==> config.mk <==
export PLATFORM = sky130hd
export DESIGN_NAME = lfsr_checksum_harness
export DESIGN_NICKNAME = d
export VERILOG_FILES = /design/src/rtl/lfsr_checksum_harness.sv
export SDC_FILE = /design/constraint.sdc
export NUM_CORES = 1
export LEC_CHECK = 0
export BUFFER_PORTS_ARGS = -buffer_cell sky130_fd_sc_hd__buf_4
export CAP_MARGIN = 20
export CORE_ASPECT_RATIO = 2
export CORE_MARGIN = 4
export CORE_UTILIZATION = 54
export CTS_CLUSTER_DIAMETER = 30
export DETAILED_ROUTE_END_ITERATION = 8
export GPL_ROUTABILITY_DRIVEN = 0
export GPL_TIMING_DRIVEN = 0
export PLACE_DENSITY = 0.84
export SLEW_MARGIN = 20
export SYNTH_ARGS = -nofsm -noshare
export SYNTH_HDL_FRONTEND = slang
export SYNTH_SLANG_ARGS = --single-unit
==> constraint.sdc <==
create_clock -name clk -period 2.1 [get_ports clk]
set_input_delay 0.315 -clock clk [delete_from_list [all_inputs] [get_ports clk]]
set_output_delay 0.315 -clock clk [all_outputs]
set_load 0.01 [all_outputs]
==> src/rtl/lfsr_checksum_harness.sv <==
module lfsr_checksum_harness #(
  parameter int W = 16,
  parameter int ITERS = 2**28,
  parameter logic [W-1:0] TAPS = 'hB400,
  parameter logic [W-1:0] SEED = 'hACE1,
  parameter logic [W-1:0] ACC_INIT = 'h5A5A
) (
  input  logic         clk,
  input  logic         rst_n,
  input  logic         start,
  input  logic [W-1:0] fault_mask,
  output logic [W-1:0] stim,
  output logic [W-1:0] checksum,
  output logic         done
);
  localparam int CW = $clog2(ITERS + 1);
  localparam logic [CW-1:0] LIM = CW'(ITERS);

  logic [W-1:0]  lfsr, cut_q, acc, sum;
  logic [CW-1:0] cnt;
  logic          busy, cut_v, done_q;

  wire           issuing = busy && (cnt != LIM);
  wire [W-1:0]   lfsr_nx = (lfsr >> 1) ^ (lfsr[0] ? TAPS : '0);
  wire [W-1:0]   cut_d   = (lfsr + {lfsr[W-4:0], lfsr[W-1:W-3]}) ^ fault_mask;
  wire [W-1:0]   acc_nx  = acc ^ cut_q;

  always_ff @(posedge clk or negedge rst_n) begin
    if (!rst_n) begin
      lfsr   <= SEED;
      acc    <= ACC_INIT;
      cut_q  <= '0;
      sum    <= '0;
      cnt    <= '0;
      busy   <= 1'b0;
      cut_v  <= 1'b0;
      done_q <= 1'b0;
    end else if (start) begin
      lfsr   <= SEED;
      acc    <= ACC_INIT;
      cnt    <= '0;
      busy   <= 1'b1;
      cut_v  <= 1'b0;
      done_q <= 1'b0;
    end else begin
      cut_v <= issuing;
      if (issuing) begin
        lfsr  <= lfsr_nx;
        cut_q <= cut_d;
        cnt   <= cnt + 1'b1;
      end
      if (cut_v) begin
        acc <= acc_nx;
        if (!issuing) begin
          sum    <= acc_nx;
          done_q <= 1'b1;
          busy   <= 1'b0;
        end
      end
    end
  end

  assign stim     = lfsr;
  assign checksum = sum;
  assign done     = done_q;


  lfsr_nonzero_chk: assert property (@(posedge clk) disable iff (!rst_n)
    lfsr != '0);


  start_load_chk: assert property (@(posedge clk) disable iff (!rst_n)
    start |=> (stim == SEED) && !done);


  restart_clear_chk: assert property (@(posedge clk) disable iff (!rst_n)
    start |=> (cnt == '0) && busy && !cut_v);


  done_end_chk: assert property (@(posedge clk) disable iff (!rst_n)
    $rose(done) |-> !busy && !cut_v && (cnt == LIM));


  done_hold_chk: assert property (@(posedge clk) disable iff (!rst_n)
    (done && !start) |=> done && $stable(checksum));
endmodule

==> results of run 1 <==
## worst max-delay path, delay by kind of cell, from the launching register on
kind / cells / cell delay, ns
flops: 1 / 0.40
compound gates: 4 / 0.83
mux: 1 / 0.22
fa+ha+maj: 2 / 0.58
simple gates: 1 / 0.08
## flip-flops by register name (all words and copies together), names as in the netlist
| name | cells |
|---|---|
| busy | 1 |
| cut_v | 1 |
| cut_q | 16 |
| stim | 16 |
| cnt | 29 |
| done | 1 |
| checksum | 16 |
| acc | 16 |
## layer usage
layer / wire, um / GRT usage / vias up
li1: - / - / 2081
met1: 4942 / 0.2495 / 2170
met2: 7589 / 0.4128 / 234
met3: 890 / 0.03926 / 78
met4: 910 / 0.1310 / 0
met5: 0 / 0 / -
## metrics by stage
| step | setup TNS [ns] | area, um^2 | total power, uW | hold WS [ns] |
|---|---|---|---|---|
| 6_report | -0.3570 | 6616 | 5289 | 0.3386 |
| 5_1_grt | -0.7906 | 6616 | 5527 | 0.3430 |
| 4_1_cts | -0.01530 | 6354 | 5135 | 0.2933 |
| 3_5_place_dp | -9.422 | 5827 | 3364 | 0.3052 |
| 3_3_place_gp | -5.435 | 5799 | 3296 | 0.4674 |
| 2_1_floorplan | 0 | 5254 | 3004 | 0.01941 |
## layout by cell type (no fill, tap or decap), types with 4 or more instances in the layout
cell type / instances
nand3_1: 17
buf_4: 75
nor4_1: 4
inv_1: 7
ha_1: 7
ha_4: 7
nor3_1: 12
nand4_1: 5
a21o_1: 6
nor2_1: 39
nand3b_1: 7
o21bai_1: 8
nor2b_1: 5
o21a_1: 5
dfrtp_2: 7
nand2_1: 88
dfstp_2: 16
clkbuf_1: 10
xnor2_1: 49
clkbuf_16: 9
a21oi_1: 30
xor2_1: 24
o21ai_0: 26
dfrtp_1: 73
clkbuf_4: 4
and3_1: 13
o21ai_1: 9
## final timing paths
check	cells past startpoint	endpoint	from
worst max-delay path	8	cut_q[12]	stim[13]
min in group asynchronous	2	cnt[11]	rst_n
max in group asynchronous	3	acc[11]	rst_n
worst min-delay path	3	cut_q[1]	fault_mask[1]
worst min register to register	2	checksum[6]	checksum[6]
worst max register to register	8	cut_q[12]	stim[13]
## power by group through the flow
stage / registers (uW) / logic (uW) / clock network (uW)
after floorplan: 2300 / 700 / 0
after global placement: 2310 / 983 / 0
after detailed placement: 2330 / 1030 / 0
after CTS: 2300 / 1090 / 1740
after global routing: 2330 / 1370 / 1820
final: 2310 / 1260 / 1720
## synth_stat cells, types with 2 or more instances
cell,count
mux2_1,3
xor2_1,24
or4_1,2
nor3_1,12
o21ai_1,3
and2_1,3
nor2b_1,5
nand3_1,18
or3_1,3
nand2_1,88
nor4_1,7
nand4_1,5
nand2b_1,3
nor4b_1,2
dfrtp_1,80
or2_2,2
inv_1,7
clkbuf_1,18
and4_1,3
o21a_1,6
a21oi_1,31
a21o_1,6
and3_1,13
dfstp_2,16
o21ai_0,36
a41oi_1,2
a211o_1,3
o2111ai_1,2
a211oi_1,3
nor2_1,39
nand3b_1,7
buf_2,3
o21bai_1,8
xnor2_1,51
ha_1,17
a31oi_1,2
## what timing repair did
action	in CTS	in global routing
cloned	2	0
hold buffers	1	0
resized for setup	30	46
hold endpoints to repair	35	0
setup endpoints to repair	58	56
buffers inserted	10	11
pin swaps	8	16
## kinds of logic after synthesis
kind of cell | count (synthesis) | synth area share
mux | 5 | 0.01124
buf+inv | 31 | 0.02511
compound gates | 109 | 0.1255
xor+xnor | 75 | 0.1255
fa+ha+maj | 18 | 0.04448
flops | 96 | 0.4629
simple gates | 217 | 0.2052
## cell type report
class	count	area share
inverter	7	0.003971
sequential	96	0.3674
multi-input combinational	424	0.4452
clock inverter	6	0.01135
clock buffer	10	0.03612
buffer	23	0.02118
timing repair buffer	76	0.09020
tap	130	0.02458
==> impl_metrics.xml, run 1 <==
<?xml version="1.0" encoding="UTF-8"?>
<metrics>
  <group name="detailed_routing">
    <metric name="drt_pass1_iterations" unit="">5</metric>
    <metric name="initialDrtViolationCount" unit="">346</metric>
    <metric name="drt_wl_total" unit="um">14330</metric>
    <metric name="viasPerCell" unit="">5.911</metric>
    <metric name="route.detailed.drc" unit="">0</metric>
    <metric name="final_antenna_net_count" unit="">0</metric>
    <metric name="avgRoutedWirePerCell" unit="um">18.56</metric>
    <metric name="routed-via-count" unit="">4563</metric>
  </group>
  <group name="clocking">
    <metric name="worst_skew_pair.late_latency" unit="ns">0.35</metric>
    <metric name="clock_tree_from_tritoncts" unit="">yes</metric>
    <metric name="clockBufferDepth" unit="">2</metric>
    <metric name="clock-sinks" unit="">96</metric>
    <metric name="cts_made_buffers" unit="">9</metric>
    <metric name="cts-htree-levels" unit="">3</metric>
    <metric name="cts_root_buf" unit="">clkbuf_16</metric>
    <metric name="clk_transition_reported_paths" unit="ns">0.07</metric>
  </group>
  <group name="placed_design">
    <metric name="preCtsSetupSlack" unit="ns">-0.2585</metric>
    <metric name="buffer_ports.inserted" unit="">51</metric>
    <metric name="cell_count_post_placement" unit="">733</metric>
    <metric name="dp.final_hpwl" unit="um">9030</metric>
  </group>
  <group name="timing">
    <metric name="maxSlewHeadroom" unit="">0.5392</metric>
    <metric name="finalWorstSetupSlack" unit="ns">-0.1182</metric>
    <metric name="period_share" unit="">1.056</metric>
    <metric name="timing.clock.skew" unit="ns">0.006781</metric>
    <metric name="rsz_0062_raised_after_global_routing" unit="">true</metric>
    <metric name="report.final.hold_viol_count" unit="">0</metric>
    <metric name="worst_slew_pin_slew" unit="ns">0.6859</metric>
    <metric name="fmax" unit="MHz">450.8</metric>
    <metric name="finalWorstPathRequiredPeriod" unit="ns">2.218</metric>
    <metric name="setup_violations" unit="">4</metric>
    <metric name="timing.final.max_slew_violations" unit="">0</metric>
  </group>
  <group name="global_routing">
    <metric name="grt_start_max_net_pins" unit="">62</metric>
    <metric name="grt_overflow_total" unit="">0</metric>
    <metric name="grt_pass1_wl" unit="um">20820</metric>
    <metric name="grt_antenna_before_repair" unit="">0</metric>
    <metric name="gr-usage-all-layers" unit="">0.2301</metric>
    <metric name="number_of_global_route_vias_before_repair" unit="">4381</metric>
  </group>
  <group name="hold_path">
    <metric name="hold_class" unit="">input pin to flip-flop</metric>
  </group>
  <group name="yosys">
    <metric name="synth.ff_latch_count" unit="">96</metric>
    <metric name="post_synth_instance_area" unit="um^2">5233</metric>
    <metric name="ranking_of_synthesized_cells_by_area" unit="">dfrtp_1 38%, xnor2_1 8.5%, dfstp_2 8.0%</metric>
    <metric name="syn-instance-count" unit="">551</metric>
    <metric name="ys_types" unit="">54</metric>
    <metric name="asyncSetResetFlopFracSynth" unit="">1.000</metric>
    <metric name="synth_edf_count" unit="">0</metric>
    <metric name="synth_sequential_area_ratio" unit="">0.4629</metric>
    <metric name="yosysTopAreaCellShare" unit="">0.3826</metric>
    <metric name="yosysWarnings" unit="">0</metric>
    <metric name="synthFlopType" unit="">dfrtp_1</metric>
    <metric name="postSynthNetCount" unit="">588</metric>
    <metric name="synthDominantAreaCellType" unit="">dfrtp_1</metric>
    <metric name="synth_area_per_cell" unit="um^2">9.496</metric>
  </group>
  <group name="floorplan">
    <metric name="initial_utilization" unit="">0.5539</metric>
    <metric name="floorplan.io_pins" unit="">52</metric>
    <metric name="dieArea" unit="um^2">11420</metric>
    <metric name="fp.coreArea" unit="um^2">9447</metric>
    <metric name="fp.dieH" unit="um">147.2</metric>
    <metric name="core.rowCount" unit="">50</metric>
    <metric name="fp.dieW" unit="um">77.61</metric>
  </group>
  <group name="finish">
    <metric name="n_antenna_cell" unit="">0</metric>
    <metric name="utilization" unit="">0.7004</metric>
    <metric name="multi_input_gate_area_in_the_final_layout" unit="um^2">2945</metric>
    <metric name="final_cell_count_no_fill" unit="">772</metric>
    <metric name="fillerInstances" unit="">643</metric>
    <metric name="flow.area_growth_from_synthesis" unit="%">26.45</metric>
    <metric name="design.final.nets" unit="">674</metric>
    <metric name="ratio_of_cells_with_drive_above_1_in_the_final_layout" unit="">0.2648</metric>
    <metric name="final-seq-area" unit="um^2">2431</metric>
  </group>
  <group name="power">
    <metric name="p_int" unit="uW">3678</metric>
    <metric name="switching_share" unit="">0.3046</metric>
    <metric name="sequential_group_share_of_total_power" unit="">0.436</metric>
    <metric name="switchingPower" unit="uW">1611</metric>
    <metric name="vdd.ir_drop.worst" unit="mV">0.5939</metric>
    <metric name="pwr_cell_area" unit="nW/um^2">799.3</metric>
    <metric name="share_clk_of_total_power" unit="">0.326</metric>
    <metric name="p_leak" unit="uW">0.002983</metric>
    <metric name="gate_power_share" unit="">0.238</metric>
  </group>
  <group name="setup_path">
    <metric name="crit_chain" unit="">ha_4 &gt; fa_2 &gt; a211oi_4 &gt; o21ai_2 &gt; o22ai_2 &gt; o21a_1 &gt; mux2i_1 &gt; nand2_1</metric>
    <metric name="cp.required" unit="ns">2.34</metric>
    <metric name="crit_path_top_delay_cell" unit="">fa_2</metric>
    <metric name="worst-endpoint-arrival" unit="ns">2.46</metric>
    <metric name="setup_slack_of_the_most_critical_reg_to_reg_path" unit="ns">-0.12</metric>
    <metric name="worstSetupStartpointType" unit="">flip-flop</metric>
    <metric name="endpoint_kind" unit="">flip-flop</metric>
    <metric name="crit_path_max_fanout" unit="">3</metric>
    <metric name="worst-setup-path-type" unit="">flip-flop to flip-flop</metric>
    <metric name="slowest_delay" unit="ns">0.41</metric>
  </group>
  <group name="job">
    <metric name="maxCapViolations" unit="">0</metric>
  </group>
  <group name="status">
    <metric name="outcome" unit="">finished, violations left</metric>
    <metric name="failed_checks" unit="">negative setup slack</metric>
  </group>
</metrics>
Note: power is estimated with default switching activity, not from simulation.
==> inputs of run 2 (changes only) <==
Settings changed: CORE_UTILIZATION 54 to 57.
Clock period 2.1 ns to 2.5 ns, I/O delays scaled along.
==> run 2 against run 1 <==
Net effect:
- clock power shrank 13%
- setup slack better by 0.23 ns
- largest power group unchanged
- total power down 18%
- non-clock buffer count down 21
- highest routed layer unchanged
- the run now ends clean
- utilization is 1.4 points lower
- count of clock-buffer cells in the layout increased by 2
==> impl_metrics.xml, run 2 (synthesis gave the netlist of run 1 again) <==
<?xml version="1.0" encoding="UTF-8"?>
<metrics>
  <group name="power">
    <metric name="pwr_cell_area" unit="nW/um^2">701.6</metric>
    <metric name="fin_total_pwr" unit="uW">4312</metric>
    <metric name="p_leak" unit="uW">0.002808</metric>
    <metric name="vdd.ir_drop.worst" unit="mV">0.4887</metric>
  </group>
  <group name="setup_path">
    <metric name="crit-reg2reg-capture" unit="">cut_q[13]</metric>
    <metric name="worst-endpoint-arrival" unit="ns">2.63</metric>
    <metric name="r2r_cells" unit="">7</metric>
    <metric name="worst-setup-path-type" unit="">flip-flop to flip-flop</metric>
    <metric name="setup_slack_of_the_most_critical_reg_to_reg_path" unit="ns">0.11</metric>
    <metric name="worstSetupStartpointType" unit="">flip-flop</metric>
    <metric name="timing.rr.start" unit="">stim[14]</metric>
    <metric name="cp.required" unit="ns">2.74</metric>
    <metric name="crit_path_max_fanout" unit="">6</metric>
    <metric name="endpoint_kind" unit="">flip-flop</metric>
  </group>
  <group name="clocking">
    <metric name="cts_root_buf" unit="">clkbuf_16</metric>
    <metric name="clock-sinks" unit="">96</metric>
    <metric name="cts-htree-levels" unit="">3</metric>
    <metric name="clk_transition_reported_paths" unit="ns">0.06</metric>
    <metric name="clockBufferDepth" unit="">2</metric>
    <metric name="clock_tree_from_tritoncts" unit="">yes</metric>
    <metric name="worst_skew_pair.late_latency" unit="ns">0.34</metric>
    <metric name="cts_made_buffers" unit="">9</metric>
  </group>
  <group name="detailed_routing">
    <metric name="viasPerCell" unit="">5.853</metric>
    <metric name="drt_wl_total" unit="um">11840</metric>
    <metric name="avgRoutedWirePerCell" unit="um">16.37</metric>
    <metric name="route.detailed.drc" unit="">0</metric>
    <metric name="drt_pass1_iterations" unit="">4</metric>
    <metric name="final_antenna_net_count" unit="">0</metric>
    <metric name="initialDrtViolationCount" unit="">270</metric>
    <metric name="routed-via-count" unit="">4232</metric>
  </group>
  <group name="timing">
    <metric name="fmax" unit="MHz">419.1</metric>
    <metric name="setup_violations" unit="">0</metric>
    <metric name="period_share" unit="">0.9544</metric>
    <metric name="worst_slew_pin_slew" unit="ns">0.6113</metric>
    <metric name="rsz_0062_raised_after_global_routing" unit="">false</metric>
    <metric name="timing.clock.skew" unit="ns">0.005694</metric>
    <metric name="finalWorstSetupSlack" unit="ns">0.1140</metric>
    <metric name="report.final.hold_viol_count" unit="">0</metric>
    <metric name="timing.final.max_slew_violations" unit="">0</metric>
    <metric name="finalWorstPathRequiredPeriod" unit="ns">2.386</metric>
    <metric name="maxSlewHeadroom" unit="">0.5893</metric>
  </group>
  <group name="global_routing">
    <metric name="grt_start_max_net_pins" unit="">60</metric>
    <metric name="grt_pass1_wl" unit="um">20270</metric>
    <metric name="number_of_global_route_vias_before_repair" unit="">4426</metric>
    <metric name="grt_antenna_before_repair" unit="">0</metric>
    <metric name="gr-usage-all-layers" unit="">0.2415</metric>
    <metric name="grt_overflow_total" unit="">0</metric>
  </group>
  <group name="finish">
    <metric name="ratio_of_cells_with_drive_above_1_in_the_final_layout" unit="">0.1787</metric>
    <metric name="final_cell_count_no_fill" unit="">723</metric>
    <metric name="fillerInstances" unit="">653</metric>
    <metric name="design.final.nets" unit="">653</metric>
    <metric name="n_antenna_cell" unit="">0</metric>
    <metric name="number_of_flip_flops_under_the_largest_register_name" unit="">29</metric>
    <metric name="final-seq-area" unit="um^2">2422</metric>
    <metric name="multi_input_gate_area_in_the_final_layout" unit="um^2">2696</metric>
    <metric name="flow.area_growth_from_synthesis" unit="%">17.46</metric>
    <metric name="final_cell_mix" unit="">88 x nand2_1, 80 x dfrtp_1, 55 x buf_4</metric>
    <metric name="registers.top_by_ff_count" unit="">cnt</metric>
    <metric name="most_common_cell_after_layout_fill_and_taps_aside" unit="">nand2_1</metric>
  </group>
  <group name="floorplan">
    <metric name="dieArea" unit="um^2">10870</metric>
    <metric name="fp.dieW" unit="um">75.75</metric>
    <metric name="fp.coreArea" unit="um^2">8951</metric>
    <metric name="fp.dieH" unit="um">143.5</metric>
    <metric name="core.rowCount" unit="">49</metric>
    <metric name="initial_utilization" unit="">0.5846</metric>
    <metric name="floorplan.io_pins" unit="">52</metric>
  </group>
  <group name="hold_path">
    <metric name="hold_class" unit="">input pin to asynchronous set/reset pin</metric>
  </group>
  <group name="placed_design">
    <metric name="cell_count_post_placement" unit="">705</metric>
    <metric name="preCtsSetupSlack" unit="ns">-0.1376</metric>
    <metric name="dp.final_hpwl" unit="um">9008</metric>
    <metric name="buffer_ports.inserted" unit="">51</metric>
  </group>
  <group name="status">
    <metric name="outcome" unit="">finished, final reports clean</metric>
  </group>
  <group name="job">
    <metric name="maxCapViolations" unit="">0</metric>
  </group>
</metrics>
run 2: per-stage QoR:
step                instance area (um^2)  hold WS (ns)  utilization  TNS [ns]
CTS                                 6118       0.01233       0.6835         0
detailed placement                  5771        0.3784       0.6447   -0.1519
finish                              6146      0.007799       0.6866         0
global placement                    5743        0.4675       0.6416  -0.01278
floorplan                           5233       0.07941            -         0
global route                        6146       0.04423       0.6866         0
run 2: what timing repair did:
item | 4_1_cts | 5_1_grt
pin swaps | 1 | 2
hold buffers | 0 | 0
endpoints found under the hold margin | 0 | 0
resized for setup | 1 | 19
setup buffers | 2 | 1
setup endpoints to repair | 2 | 28
run 2: final cells by class:
| type | instances | area share |
|---|---|---|
| clock inverters | 4 | 0.01242 |
| clock buffers | 12 | 0.04173 |
| inverters | 7 | 0.004275 |
| well taps | 102 | 0.02077 |
| multi-input cells | 424 | 0.4387 |
| flip-flops and latches | 96 | 0.3941 |
| plain buffers | 23 | 0.01751 |
| repair buffers | 55 | 0.07044 |
run 2: worst max path at each step:
stage | start | end | slack [ns]
finish | stim[14] | cut_q[13] | 0.11
CTS | stim[13] | cut_q[14] | 0.04
floorplan | stim[0] | cut_q[14] | 0.22
global route | cnt[0] | checksum[1] | 0.00009
detailed placement | stim[0] | cut_q[14] | -0.14
global placement | stim[0] | cut_q[14] | -0.01
run 2: worst max-delay path, cell delays in order (launching register included):
cell,delay [ns]
dfrtp_1,0.55
ha_1,0.32
a21oi_1,0.24
o2111ai_1,0.22
a41oi_1,0.44
a21oi_1,0.15
xnor2_1,0.15
o21ai_0,0.22
run 2: power breakdown:
part / internal, uW / switching, uW
logic: 436 / 449
clock network: 933 / 568
registers: 1750 / 177
run 2: layer usage:
metal  part of all wire  global-route usage  vias to the layer above
li1                   -                   -                     2033
met1               0.38              0.2760                     2038
met2               0.53              0.4186                      112
met3              0.035             0.03922                       49
met4              0.048              0.1217                        0
met5                  0                   0                        -
==> inputs of run 3 (changes only) <==
Settings changed: ABC_AREA from default to 1.
==> run 3 against run 2 <==
Net effect:
- die area grew 10%
- utilization shrank 2.3 points
- hold slack gained 0.075 ns
- combinational power shrank 18%
- largest cell class unchanged
- sequential share of layout area shrank 3.2 points
- critical path type unchanged
- critical endpoint is now cut_q[14]
- global-route usage grew 4.9 points
==> impl_metrics.xml, run 3 <==
<?xml version="1.0" encoding="UTF-8"?>
<metrics>
  <group name="timing">
    <metric name="finalWorstSetupSlack" unit="ns">0.4491</metric>
    <metric name="maxSlewHeadroom" unit="">0.4242</metric>
    <metric name="timing.final.max_slew_violations" unit="">0</metric>
    <metric name="worst_slew_pin_slew" unit="ns">0.8637</metric>
    <metric name="report.final.hold_viol_count" unit="">0</metric>
    <metric name="finalWorstPathRequiredPeriod" unit="ns">2.051</metric>
    <metric name="fmax" unit="MHz">487.6</metric>
    <metric name="period_share" unit="">0.8204</metric>
    <metric name="timing.clock.skew" unit="ns">0.009655</metric>
    <metric name="rsz_0062_raised_after_global_routing" unit="">false</metric>
    <metric name="totalNegativeSetupSlack" unit="ns">0</metric>
    <metric name="setup_violations" unit="">0</metric>
  </group>
  <group name="setup_path">
    <metric name="endpoint_kind" unit="">flip-flop</metric>
    <metric name="timing.rr.start" unit="">stim[0]</metric>
    <metric name="worst-setup-path-type" unit="">flip-flop to flip-flop</metric>
    <metric name="crit_path_max_fanout" unit="">7</metric>
    <metric name="r2r_cells" unit="">11</metric>
    <metric name="setup_slack_of_the_most_critical_reg_to_reg_path" unit="ns">0.45</metric>
    <metric name="crit_path_top_delay_cell" unit="">dfstp_2</metric>
    <metric name="crit-reg2reg-capture" unit="">cut_q[14]</metric>
    <metric name="cp_num_buf_inv" unit="">0</metric>
    <metric name="worst-endpoint-arrival" unit="ns">2.29</metric>
    <metric name="worstSetupStartpointType" unit="">flip-flop</metric>
    <metric name="crit_chain" unit="">ha_1 &gt; fa_1 &gt; nand3_1 &gt; nand3_1 &gt; nand2_1 &gt; nand2_1 &gt; nand2_1 &gt; nand2_1 &gt; nand2_1 &gt; nand3_1 &gt; nand2_1</metric>
    <metric name="crit_family" unit="">simple AND/OR/NAND/NOR gates</metric>
    <metric name="slowest_delay" unit="ns">0.63</metric>
    <metric name="critical-path-top-cell-by-count" unit="">nand2_1</metric>
    <metric name="cp.required" unit="ns">2.74</metric>
  </group>
  <group name="global_routing">
    <metric name="grt_pass1_wl" unit="um">26680</metric>
    <metric name="grt_util_met1" unit="">0.2860</metric>
    <metric name="number_of_global_route_vias_before_repair" unit="">5652</metric>
    <metric name="global_route.peak_usage_layer" unit="">met2</metric>
    <metric name="grt_overflow_total" unit="">0</metric>
    <metric name="groute.layer.met3.usage" unit="">0.04464</metric>
    <metric name="grt_start_max_net_pins" unit="">97</metric>
    <metric name="gr-usage-all-layers" unit="">0.2907</metric>
    <metric name="grt_util_met2" unit="">0.5285</metric>
    <metric name="grt_antenna_before_repair" unit="">0</metric>
  </group>
  <group name="yosys">
    <metric name="asyncSetResetFlopFracSynth" unit="">1.000</metric>
    <metric name="synth_edf_count" unit="">0</metric>
    <metric name="synth-simple-area-share" unit="">0.3426</metric>
    <metric name="yosysTopAreaCellShare" unit="">0.3439</metric>
    <metric name="synth_area_per_cell" unit="um^2">7.135</metric>
    <metric name="synthFlopType" unit="">dfrtp_1</metric>
    <metric name="synth_sequential_area_ratio" unit="">0.4161</metric>
    <metric name="post_synth_instance_area" unit="um^2">5822</metric>
    <metric name="postSynthNetCount" unit="">853</metric>
    <metric name="ys_types" unit="">31</metric>
    <metric name="syn-instance-count" unit="">816</metric>
    <metric name="synth_most_common_cell" unit="">nand2_1</metric>
    <metric name="post_synthesis_adder_cell_area_fraction" unit="">0.03997</metric>
    <metric name="synthDominantAreaCellType" unit="">dfrtp_1</metric>
    <metric name="yosysWarnings" unit="">0</metric>
    <metric name="synth.ff_latch_count" unit="">96</metric>
    <metric name="post_synth_most_frequent_cells" unit="">291 x nand2_1, 124 x nor2_1, 80 x dfrtp_1, 64 x inv_1, 36 x nand3_1</metric>
    <metric name="synthXorXnorAreaFrac" unit="">0.07522</metric>
    <metric name="ranking_of_synthesized_cells_by_area" unit="">dfrtp_1 34%, nand2_1 19%, nor2_1 8.0%</metric>
    <metric name="synth_top_family_by_area" unit="">simple AND/OR/NAND/NOR gates</metric>
    <metric name="synth_compound_area_frac" unit="">0.05889</metric>
    <metric name="synthMuxAreaShare" unit="">0</metric>
  </group>
  <group name="finish">
    <metric name="fillerInstances" unit="">855</metric>
    <metric name="design.final.nets" unit="">915</metric>
    <metric name="ratio_of_cells_with_drive_above_1_in_the_final_layout" unit="">0.1302</metric>
    <metric name="final_cell_mix" unit="">291 x nand2_1, 124 x nor2_1, 80 x dfrtp_1</metric>
    <metric name="flow.area_growth_from_synthesis" unit="%">14.98</metric>
    <metric name="registers.top_by_ff_count" unit="">cnt</metric>
    <metric name="n_antenna_cell" unit="">0</metric>
    <metric name="number_of_flip_flops_under_the_largest_register_name" unit="">29</metric>
    <metric name="most_common_cell_after_layout_fill_and_taps_aside" unit="">nand2_1</metric>
  </group>
  <group name="placed_design">
    <metric name="preCtsSetupSlack" unit="ns">0.4714</metric>
    <metric name="dp.final_hpwl" unit="um">12200</metric>
    <metric name="buffer_ports.inserted" unit="">51</metric>
  </group>
  <group name="floorplan">
    <metric name="dieArea" unit="um^2">11990</metric>
    <metric name="initial_utilization" unit="">0.5773</metric>
    <metric name="core.rowCount" unit="">52</metric>
    <metric name="floorplan.io_pins" unit="">52</metric>
    <metric name="fp.dieW" unit="um">79.46</metric>
    <metric name="fp.coreArea" unit="um^2">10080</metric>
    <metric name="fp.dieH" unit="um">150.9</metric>
  </group>
  <group name="detailed_routing">
    <metric name="drt_wl_total" unit="um">16260</metric>
    <metric name="viasPerCell" unit="">5.501</metric>
    <metric name="routed-via-count" unit="">5600</metric>
    <metric name="final_antenna_net_count" unit="">0</metric>
    <metric name="avgRoutedWirePerCell" unit="um">15.97</metric>
    <metric name="drt_pass1_iterations" unit="">6</metric>
    <metric name="route.detailed.drc" unit="">0</metric>
    <metric name="initialDrtViolationCount" unit="">527</metric>
  </group>
  <group name="clocking">
    <metric name="worst_skew_pair.late_latency" unit="ns">0.35</metric>
    <metric name="clk_transition_reported_paths" unit="ns">0.07</metric>
    <metric name="cts_made_buffers" unit="">9</metric>
    <metric name="postCtsSetupRepairBufs" unit="">0</metric>
    <metric name="cts_resized" unit="">0</metric>
    <metric name="cts-htree-levels" unit="">3</metric>
    <metric name="cts_root_buf" unit="">clkbuf_16</metric>
    <metric name="clock_tree_from_tritoncts" unit="">yes</metric>
    <metric name="cts_hold_repair.buffers" unit="">0</metric>
    <metric name="clockBufferDepth" unit="">2</metric>
    <metric name="clock-sinks" unit="">96</metric>
  </group>
  <group name="job">
    <metric name="maxCapViolations" unit="">0</metric>
  </group>
  <group name="hold_path">
    <metric name="hold_class" unit="">input pin to asynchronous set/reset pin</metric>
  </group>
  <group name="power">
    <metric name="p_leak" unit="uW">0.003342</metric>
    <metric name="pwr_cell_area" unit="nW/um^2">597.0</metric>
    <metric name="vdd.ir_drop.worst" unit="mV">0.4203</metric>
  </group>
  <group name="status">
    <metric name="outcome" unit="">finished, final reports clean</metric>
  </group>
</metrics>
[run 3: cell count changes after synthesis, sizes merged, moves of 8 or more]
cell    before  now
nand2       88  295
nor2        39  126
inv          7   77
xnor2       51   29
nand3       19   37
a21oi       31   16
and3        15    0
clkbuf      18    5
nand4        6   19
o21ai       40   51
nor3        12    4
nor4         8    0
o21bai       8    0
[run 3: how the worst max path moves through the flow]
stage / start / to / slack, ns / cells past startpoint
2_1_floorplan: stim[0] / cut_q[14] / 0.73 / 10
3_3_place_gp: stim[0] / cut_q[6] / 0.51 / 8
3_5_place_dp: stim[0] / cut_q[14] / 0.47 / 11
4_1_cts: stim[0] / cut_q[14] / 0.45 / 11
5_1_grt: cnt[0] / cut_q[2] / 0.26 / 11
6_report: stim[0] / cut_q[14] / 0.45 / 11
[run 3: kinds of logic (layout without fill, tap and decap cells)]
kind of cell	count (synthesis)	in the layout
buffers and inverters	95	162
flip-flops	96	96
XOR/XNOR	50	50
AND/OR/NAND/NOR	489	489
adder cells (fa/ha/maj)	18	18
AO/OA/AOI/OAI	68	68
[run 3: cell type report]
class,instances,area (um^2),area share
clock inverters,7,91.34,0.01364
flip-flops and latches,96,2422,0.3619
plain buffers,17,96.34,0.01439
well taps,135,168.9,0.02523
inverters,78,295.3,0.04411
clock buffers,9,225.2,0.03364
repair buffers,51,386.6,0.05776
multi-input cells,625,3008,0.4493
[run 3: power breakdown]
group	switching, uW	internal [uW]	leakage [uW]	total [uW]
sequential	125	1700	0.00123	1820
combinational	427	296	0.00196	723
clock	654	799	0.000151	1450
[run 3: stage by stage]
| stage | area [um^2] | hold WS (ns) | util | instances | power [uW] |
|---|---|---|---|---|---|
| after floorplan | 5822 | 0.07941 | - | 816 | 2304 |
| after global placement | 6374 | 0.4673 | 0.6320 | 1002 | 2534 |
| after detailed placement | 6377 | 0.4693 | 0.6324 | 1002 | 2561 |
| after CTS | 6694 | 0.1437 | 0.6638 | 1018 | 4016 |
| after global routing | 6694 | 0.1582 | 0.6638 | 1018 | 4177 |
| final | 6694 | 0.08298 | 0.6638 | 1018 | 3996 |
[run 3: metal layers]
layer,up-vias,part of all wire
li1,2679,-
met1,2603,0.34
met2,217,0.54
met3,101,0.038
met4,0,0.081
met5,-,0
